===== src/rtl/mapper_pkg.sv =====
package mapper_pkg;
   typedef enum logic [1:0] {
      RGN_WIN_A = 2'd0,
      RGN_WIN_B = 2'd1,
      RGN_IO    = 2'd2,
      RGN_ROM   = 2'd3
   } region_t;

   typedef struct packed {
      logic a_oe;
      logic a_we;
      logic b_oe;
      logic b_we;
      logic rom_oe;
      logic io_oe;
      logic io_we;
      logic reg_rd;
   } strobes_t;
endpackage


===== src/rtl/mapper_decode.sv =====
module mapper_decode
   import mapper_pkg::*;
#(
   parameter int ADDR_W   = 16,
   parameter int N_WIN    = 2,
   parameter logic [ADDR_W-1:0] REG_BASE = 16'h8000
) (
   input  logic [ADDR_W-1:0] addr,
   output region_t           region,
   output logic [N_WIN-1:0]  reg_hit
);
   localparam int RGN_LSB = ADDR_W - 2;

   assign region = region_t'(addr[ADDR_W-1:RGN_LSB]);

   for (genvar i = 0; i < N_WIN; i++) begin : g_hit
      localparam logic [ADDR_W-1:0] SLOT = REG_BASE + ADDR_W'(i);
      assign reg_hit[i] = (addr == SLOT);
   end
endmodule


===== src/rtl/mapper_bank_reg.sv =====
module mapper_bank_reg #(
   parameter int BANK_W = 4,
   parameter logic [BANK_W-1:0] RST_VAL = '1,
   parameter bit SYNC_RESET = 1'b0
) (
   input  logic              clk,
   input  logic              rst_n,
   input  logic              wr_en,
   input  logic [BANK_W-1:0] wr_val,
   output logic [BANK_W-1:0] bank
);
   if (SYNC_RESET) begin : g_sync
      always_ff @(posedge clk) begin
         if (!rst_n)     bank <= RST_VAL;
         else if (wr_en) bank <= wr_val;
      end
   end else begin : g_async
      always_ff @(posedge clk or negedge rst_n) begin
         if (!rst_n)     bank <= RST_VAL;
         else if (wr_en) bank <= wr_val;
      end
   end
endmodule


===== src/rtl/mapper_strobe.sv =====
module mapper_strobe
   import mapper_pkg::*;
#(
   parameter int N_WIN = 2
) (
   input  region_t          region,
   input  logic [N_WIN-1:0] reg_hit,
   input  logic             rnw,
   input  logic             phi2,
   output strobes_t         stb
);
   logic rd, wr, any_reg;

   always_comb begin
      rd      = phi2 & rnw;
      wr      = phi2 & ~rnw;
      any_reg = |reg_hit;
      stb.a_oe   = (region == RGN_WIN_A) & rd;
      stb.a_we   = (region == RGN_WIN_A) & wr;
      stb.b_oe   = (region == RGN_WIN_B) & rd;
      stb.b_we   = (region == RGN_WIN_B) & wr;
      stb.rom_oe = (region == RGN_ROM) & rd;
      stb.io_oe  = (region == RGN_IO) & ~any_reg & rd;
      stb.io_we  = (region == RGN_IO) & ~any_reg & wr;
      stb.reg_rd = any_reg & rd;
   end
endmodule


===== src/rtl/dual_window_mapper.sv =====
module dual_window_mapper
   import mapper_pkg::*;
#(
   parameter int ADDR_W = 16,
   parameter int DATA_W = 8,
   parameter int BANK_W = 4,
   parameter logic [BANK_W-1:0] BANK_RST = '1,
   parameter logic [ADDR_W-1:0] REG_BASE = 16'h8000,
   parameter bit SYNC_RESET = 1'b0
) (
   input  logic                       clk,
   input  logic                       rst_n,
   input  logic [ADDR_W-1:0]          cpu_addr,
   input  logic                       cpu_rnw,
   input  logic                       cpu_phi2,
   input  logic [DATA_W-1:0]          cpu_wdata,
   output logic [DATA_W-1:0]          cpu_rdata,
   output logic                       cpu_rdata_en,
   output logic [BANK_W+ADDR_W-3:0]   ram_a_addr,
   output logic                       ram_a_oe,
   output logic                       ram_a_we,
   output logic [BANK_W+ADDR_W-3:0]   ram_b_addr,
   output logic                       ram_b_oe,
   output logic                       ram_b_we,
   output logic                       rom_oe,
   output logic                       io_oe,
   output logic                       io_we
);
   localparam int N_WIN = 2;
   localparam int WIN_W = ADDR_W - 2;

   if (ADDR_W < 4) begin : g_bad_addr
      $error("ADDR_W too small for quadrant decode");
   end
   if (DATA_W < BANK_W) begin : g_bad_data
      $error("bank register wider than data bus");
   end
   if (REG_BASE[ADDR_W-1:ADDR_W-2] != 2'b10) begin : g_bad_base
      $error("bank registers must lie in the peripheral quadrant");
   end

   region_t          region;
   logic [N_WIN-1:0] reg_hit;
   strobes_t         stb;
   logic [BANK_W-1:0] bank [N_WIN];

   mapper_decode #(.ADDR_W(ADDR_W), .N_WIN(N_WIN), .REG_BASE(REG_BASE)) u_dec (
      .addr    (cpu_addr),
      .region  (region),
      .reg_hit (reg_hit)
   );

   mapper_strobe #(.N_WIN(N_WIN)) u_stb (
      .region  (region),
      .reg_hit (reg_hit),
      .rnw     (cpu_rnw),
      .phi2    (cpu_phi2),
      .stb     (stb)
   );

   for (genvar i = 0; i < N_WIN; i++) begin : g_bank
      logic wr_en;
      assign wr_en = reg_hit[i] & cpu_phi2 & ~cpu_rnw;
      mapper_bank_reg #(.BANK_W(BANK_W), .RST_VAL(BANK_RST), .SYNC_RESET(SYNC_RESET)) u_reg (
         .clk    (clk),
         .rst_n  (rst_n),
         .wr_en  (wr_en),
         .wr_val (cpu_wdata[BANK_W-1:0]),
         .bank   (bank[i])
      );
   end

   always_comb begin
      cpu_rdata = '0;
      for (int i = 0; i < N_WIN; i++) begin
         if (reg_hit[i]) cpu_rdata[BANK_W-1:0] = bank[i];
      end
   end

   assign cpu_rdata_en = stb.reg_rd;
   assign ram_a_addr   = {bank[0], cpu_addr[WIN_W-1:0]};
   assign ram_b_addr   = {bank[1], cpu_addr[WIN_W-1:0]};
   assign ram_a_oe     = stb.a_oe;
   assign ram_a_we     = stb.a_we;
   assign ram_b_oe     = stb.b_oe;
   assign ram_b_we     = stb.b_we;
   assign rom_oe       = stb.rom_oe;
   assign io_oe        = stb.io_oe;
   assign io_we        = stb.io_we;
endmodule


===== config.mk =====
export PLATFORM = sky130hd
export DESIGN_NAME = dual_window_mapper
export DESIGN_NICKNAME = d
export VERILOG_FILES = /design/src/rtl/mapper_pkg.sv /design/src/rtl/mapper_decode.sv /design/src/rtl/mapper_bank_reg.sv /design/src/rtl/mapper_strobe.sv /design/src/rtl/dual_window_mapper.sv
export SDC_FILE = /design/constraint.sdc
export NUM_CORES = 1
export LEC_CHECK = 0
export BUFFER_PORTS_ARGS = -buffer_cell sky130_fd_sc_hd__clkbuf_2
export CAP_MARGIN = 10
export CORE_MARGIN = 3
export CORE_UTILIZATION = 35
export DETAILED_ROUTE_END_ITERATION = 6
export PLACE_DENSITY = 0.82
export SLEW_MARGIN = 20
export SYNTH_ARGS = -nofsm -noshare
export SYNTH_HDL_FRONTEND = slang
export SYNTH_SLANG_ARGS = --single-unit

===== constraint.sdc =====
create_clock -name clk -period 1.1 [get_ports clk]
set_input_delay 0.11 -clock clk [delete_from_list [all_inputs] [get_ports clk]]
set_output_delay 0.11 -clock clk [all_outputs]
set_load 0.005 [all_outputs]

==> flow_metrics.env <==
export IMPL_antenna_found_initial=0
export IMPL_grt_pass1_vias=775
export IMPL_ys_warn_count=0
export IMPL_required_ps=1280
export IMPL_clkTransAtPathRegs_ps=60
export IMPL_netlist_top_cells_area="buf_4, dfstp_2, mux2_4"
export IMPL_endpoint_kind="flop"
export IMPL_grt_pass1_wl_um=3187
export IMPL_yosys_area_top_type="buf_4"
export IMPL_max_cap_violations=0
export IMPL_place_area_mm2=0.001095
export IMPL_initial_core_util_pct=38.54
export IMPL_synth_most_common_cell="buf_4"
export IMPL_postSynthAreaPerCell_um2=9.962
export IMPL_area_growth_pct=50.87
export IMPL_synth_top_area_share_pct=30.52
export IMPL_internal_power_uw=555.2
export IMPL_nets=175
export IMPL_pwr_share_clk_pct=29.8
export IMPL_arrival_ps=1450
export IMPL_die_h_um=53.42
export IMPL_gp_congestion=0.7017
export IMPL_fin_worst_skew_ps=0
export IMPL_ir_worst_vdd_mv=0.4293
export IMPL_largest_reg_flops=8
export IMPL_ys_seq_elements=8
export IMPL_synth_common_cells="buf_4, nor2_1, dfstp_2"
export IMPL_finalPower_uw=766.8
export IMPL_overflow=0
export IMPL_power_leakage_nw=0.6677
export IMPL_min_period_over_period_pct=115.8
export IMPL_netlist_area_um2=787.0
export IMPL_hold_viol=0
export IMPL_cts_made_buffers=3
export IMPL_dr_total_vias=755
export IMPL_antenna_left=0
export IMPL_hold_class="input port to flop"
export IMPL_dp_hpwl_um=1831
export IMPL_drtPass1Iterations=4
export IMPL_max_freq_mhz=784.9
export IMPL_slew_violations=0
export IMPL_die_w_um=53.42
export IMPL_ys_flop_type="dfstp_2"
export IMPL_cts_sinks=8
export IMPL_synth_edf_count=0
export IMPL_max_stage_delay_ps=440
export IMPL_routed_via_density=4.390
export IMPL_dieArea_mm2=0.002854
export IMPL_switching_power_uw=211.6
export IMPL_n_antenna_cell=0
export IMPL_p_comb_share_pct=31.5
export IMPL_cts_tree="built"
export IMPL_startpoint_type="input port"
export IMPL_worstSkewPairLatency_ps=260
export IMPL_crit_slowest_cell="or3_4"
export IMPL_htree_levels=1
export IMPL_stdcell_area_mm2=0.001187
export IMPL_grt_max_degree=9
export IMPL_synthCells=79
export IMPL_drt_wl_total_um=2127
export IMPL_track_usage_pct=15.42
export IMPL_p_sw_share_pct=27.59
export IMPL_drive_above_1_share_pct=81.38
export IMPL_io_pins=80
export IMPL_top_regs="g_bank.u_reg.bank (8)"
export IMPL_core_area_mm2=0.002042
export IMPL_power_frac_seq_pct=38.6
export IMPL_violations="negative setup slack"
export IMPL_period_minus_slack_ps=1274
export IMPL_setup_viol_count_final=15
export IMPL_port_buffers=71
export IMPL_cts_root_buf="clkbuf_4"
export IMPL_crit_chain="clkbuf_8, nor4b_4, nand4_4, or3_4, mux2_4"
export IMPL_drt_iter0_markers=4
export IMPL_regMostFlops="g_bank.u_reg.bank"
export IMPL_critPathKind="input port to flop"
export IMPL_path_max_fanout=4
export IMPL_async_flop_share_pct=100.0
export IMPL_power_density_mw_per_mm2=645.8
export IMPL_clk_path_buf_depth=2
export IMPL_fp_row_count=16
export IMPL_rsz0062_at_grt="true"
export IMPL_worst_slack_ps=-174.1
export IMPL_drc=0
export IMPL_synthDistinctLibCells=19
export IMPL_synth_seq_area_share_pct=26.71
export IMPL_outcome="finished with violations"
export IMPL_route_detailed_wl_per_inst_um=12.37
==> area by class of cell <==
| type | instances | area, um^2 |
|---|---|---|
| well taps | 27 | 33.78 |
| clock buffers | 3 | 22.52 |
| repair buffers | 93 | 548.0 |
| multi-input cells | 40 | 369.1 |
| flip-flops and latches | 8 | 210.2 |
| fillers | 200 | 854.6 |
| inverters | 1 | 3.754 |
==> placed cells by master, fill, tap and decap left out, drive strengths merged <==
master and instances:
nand2b 2, mux2i 4, dfstp 8, nand4 1
nand3b 1, nor4b 1, clkbuf 72, nor2 10
dlygate4sd3 1, nor4 2, buf 23, nand2 2
nor3 4, mux2 8, conb 4, inv 1
or3 1
==> worst max-delay path, delay by kind of cell <==
kind | cells | cell delay (ps)
multiplexers | 1 | 310
AND/OR/NAND/NOR | 3 | 910
buffers and inverters | 1 | 120
==> metal layers <==
metal  part of all wire [%]  wire length [um]  track usage, %  vias up
met3                     12               259           1.972        2
met1                     34               727           13.73      337
met4                   0.75                16           7.660        0
met5                      0                 0               0        -
li1                       -                 -               -      361
met2                     53              1124           32.24       55
==> power by group through the flow <==
| stage | clock network [mW] | registers (mW) | logic (mW) |
|---|---|---|---|
| 3_3_place_gp | 0 | 0.300 | 0.220 |
| 4_1_cts | 0.240 | 0.296 | 0.240 |
| 3_5_place_dp | 0 | 0.300 | 0.225 |
| 6_report | 0.229 | 0.296 | 0.242 |
| 5_1_grt | 0.253 | 0.296 | 0.267 |
| 2_1_floorplan | 0 | 0.300 | 0.129 |
==> final timing paths <==
kind | slack [ps] | to | cells after the start | start
max in group asynchronous | 640 | g_bank[1].u_reg.bank[1] | 2 | rst_n
min reg2reg | 630 | g_bank[1].u_reg.bank[2] | 1 | g_bank[1].u_reg.bank[2]
min | 110 | g_bank[1].u_reg.bank[0] | 2 | cpu_wdata[0]
min in group asynchronous | 430 | g_bank[1].u_reg.bank[3] | 2 | rst_n
max | -170 | g_bank[1].u_reg.bank[1] | 5 | cpu_addr[4]
max reg2reg | 350 | g_bank[1].u_reg.bank[0] | 1 | g_bank[1].u_reg.bank[0]
==> metrics by stage <==
step                setup TNS, ps  instances  hold slack, ps  worst slack (ps)  utilization, %
floorplan                   -2046         82          -37.84            -297.2               -
global placement            -3991        166           170.0            -440.2           53.62
detailed placement          -4246        166           182.2            -466.3           53.62
CTS                         -1952        172           98.26            -179.7           57.54
global route                -2609        172           109.4            -220.8           58.15
finish                      -1696        172           110.2            -174.1           58.15
==> what timing repair did <==
item,in CTS,in global routing
hold buffers,1,0
setup buffers,2,0
endpoints found under the hold margin,8,0
endpoints found under the setup margin,15,15
pin swaps,1,1
resized for setup,6,5
==> cells by family after synthesis <==
logic type / count (synthesis) / share of synthesized area, %
mux: 12 / 18.44
buf+inv: 34 / 31.48
simple gates: 24 / 22.89
flops: 8 / 26.71
other cells: 1 / 0.4765
Note: power is estimated with default switching activity, not from simulation.
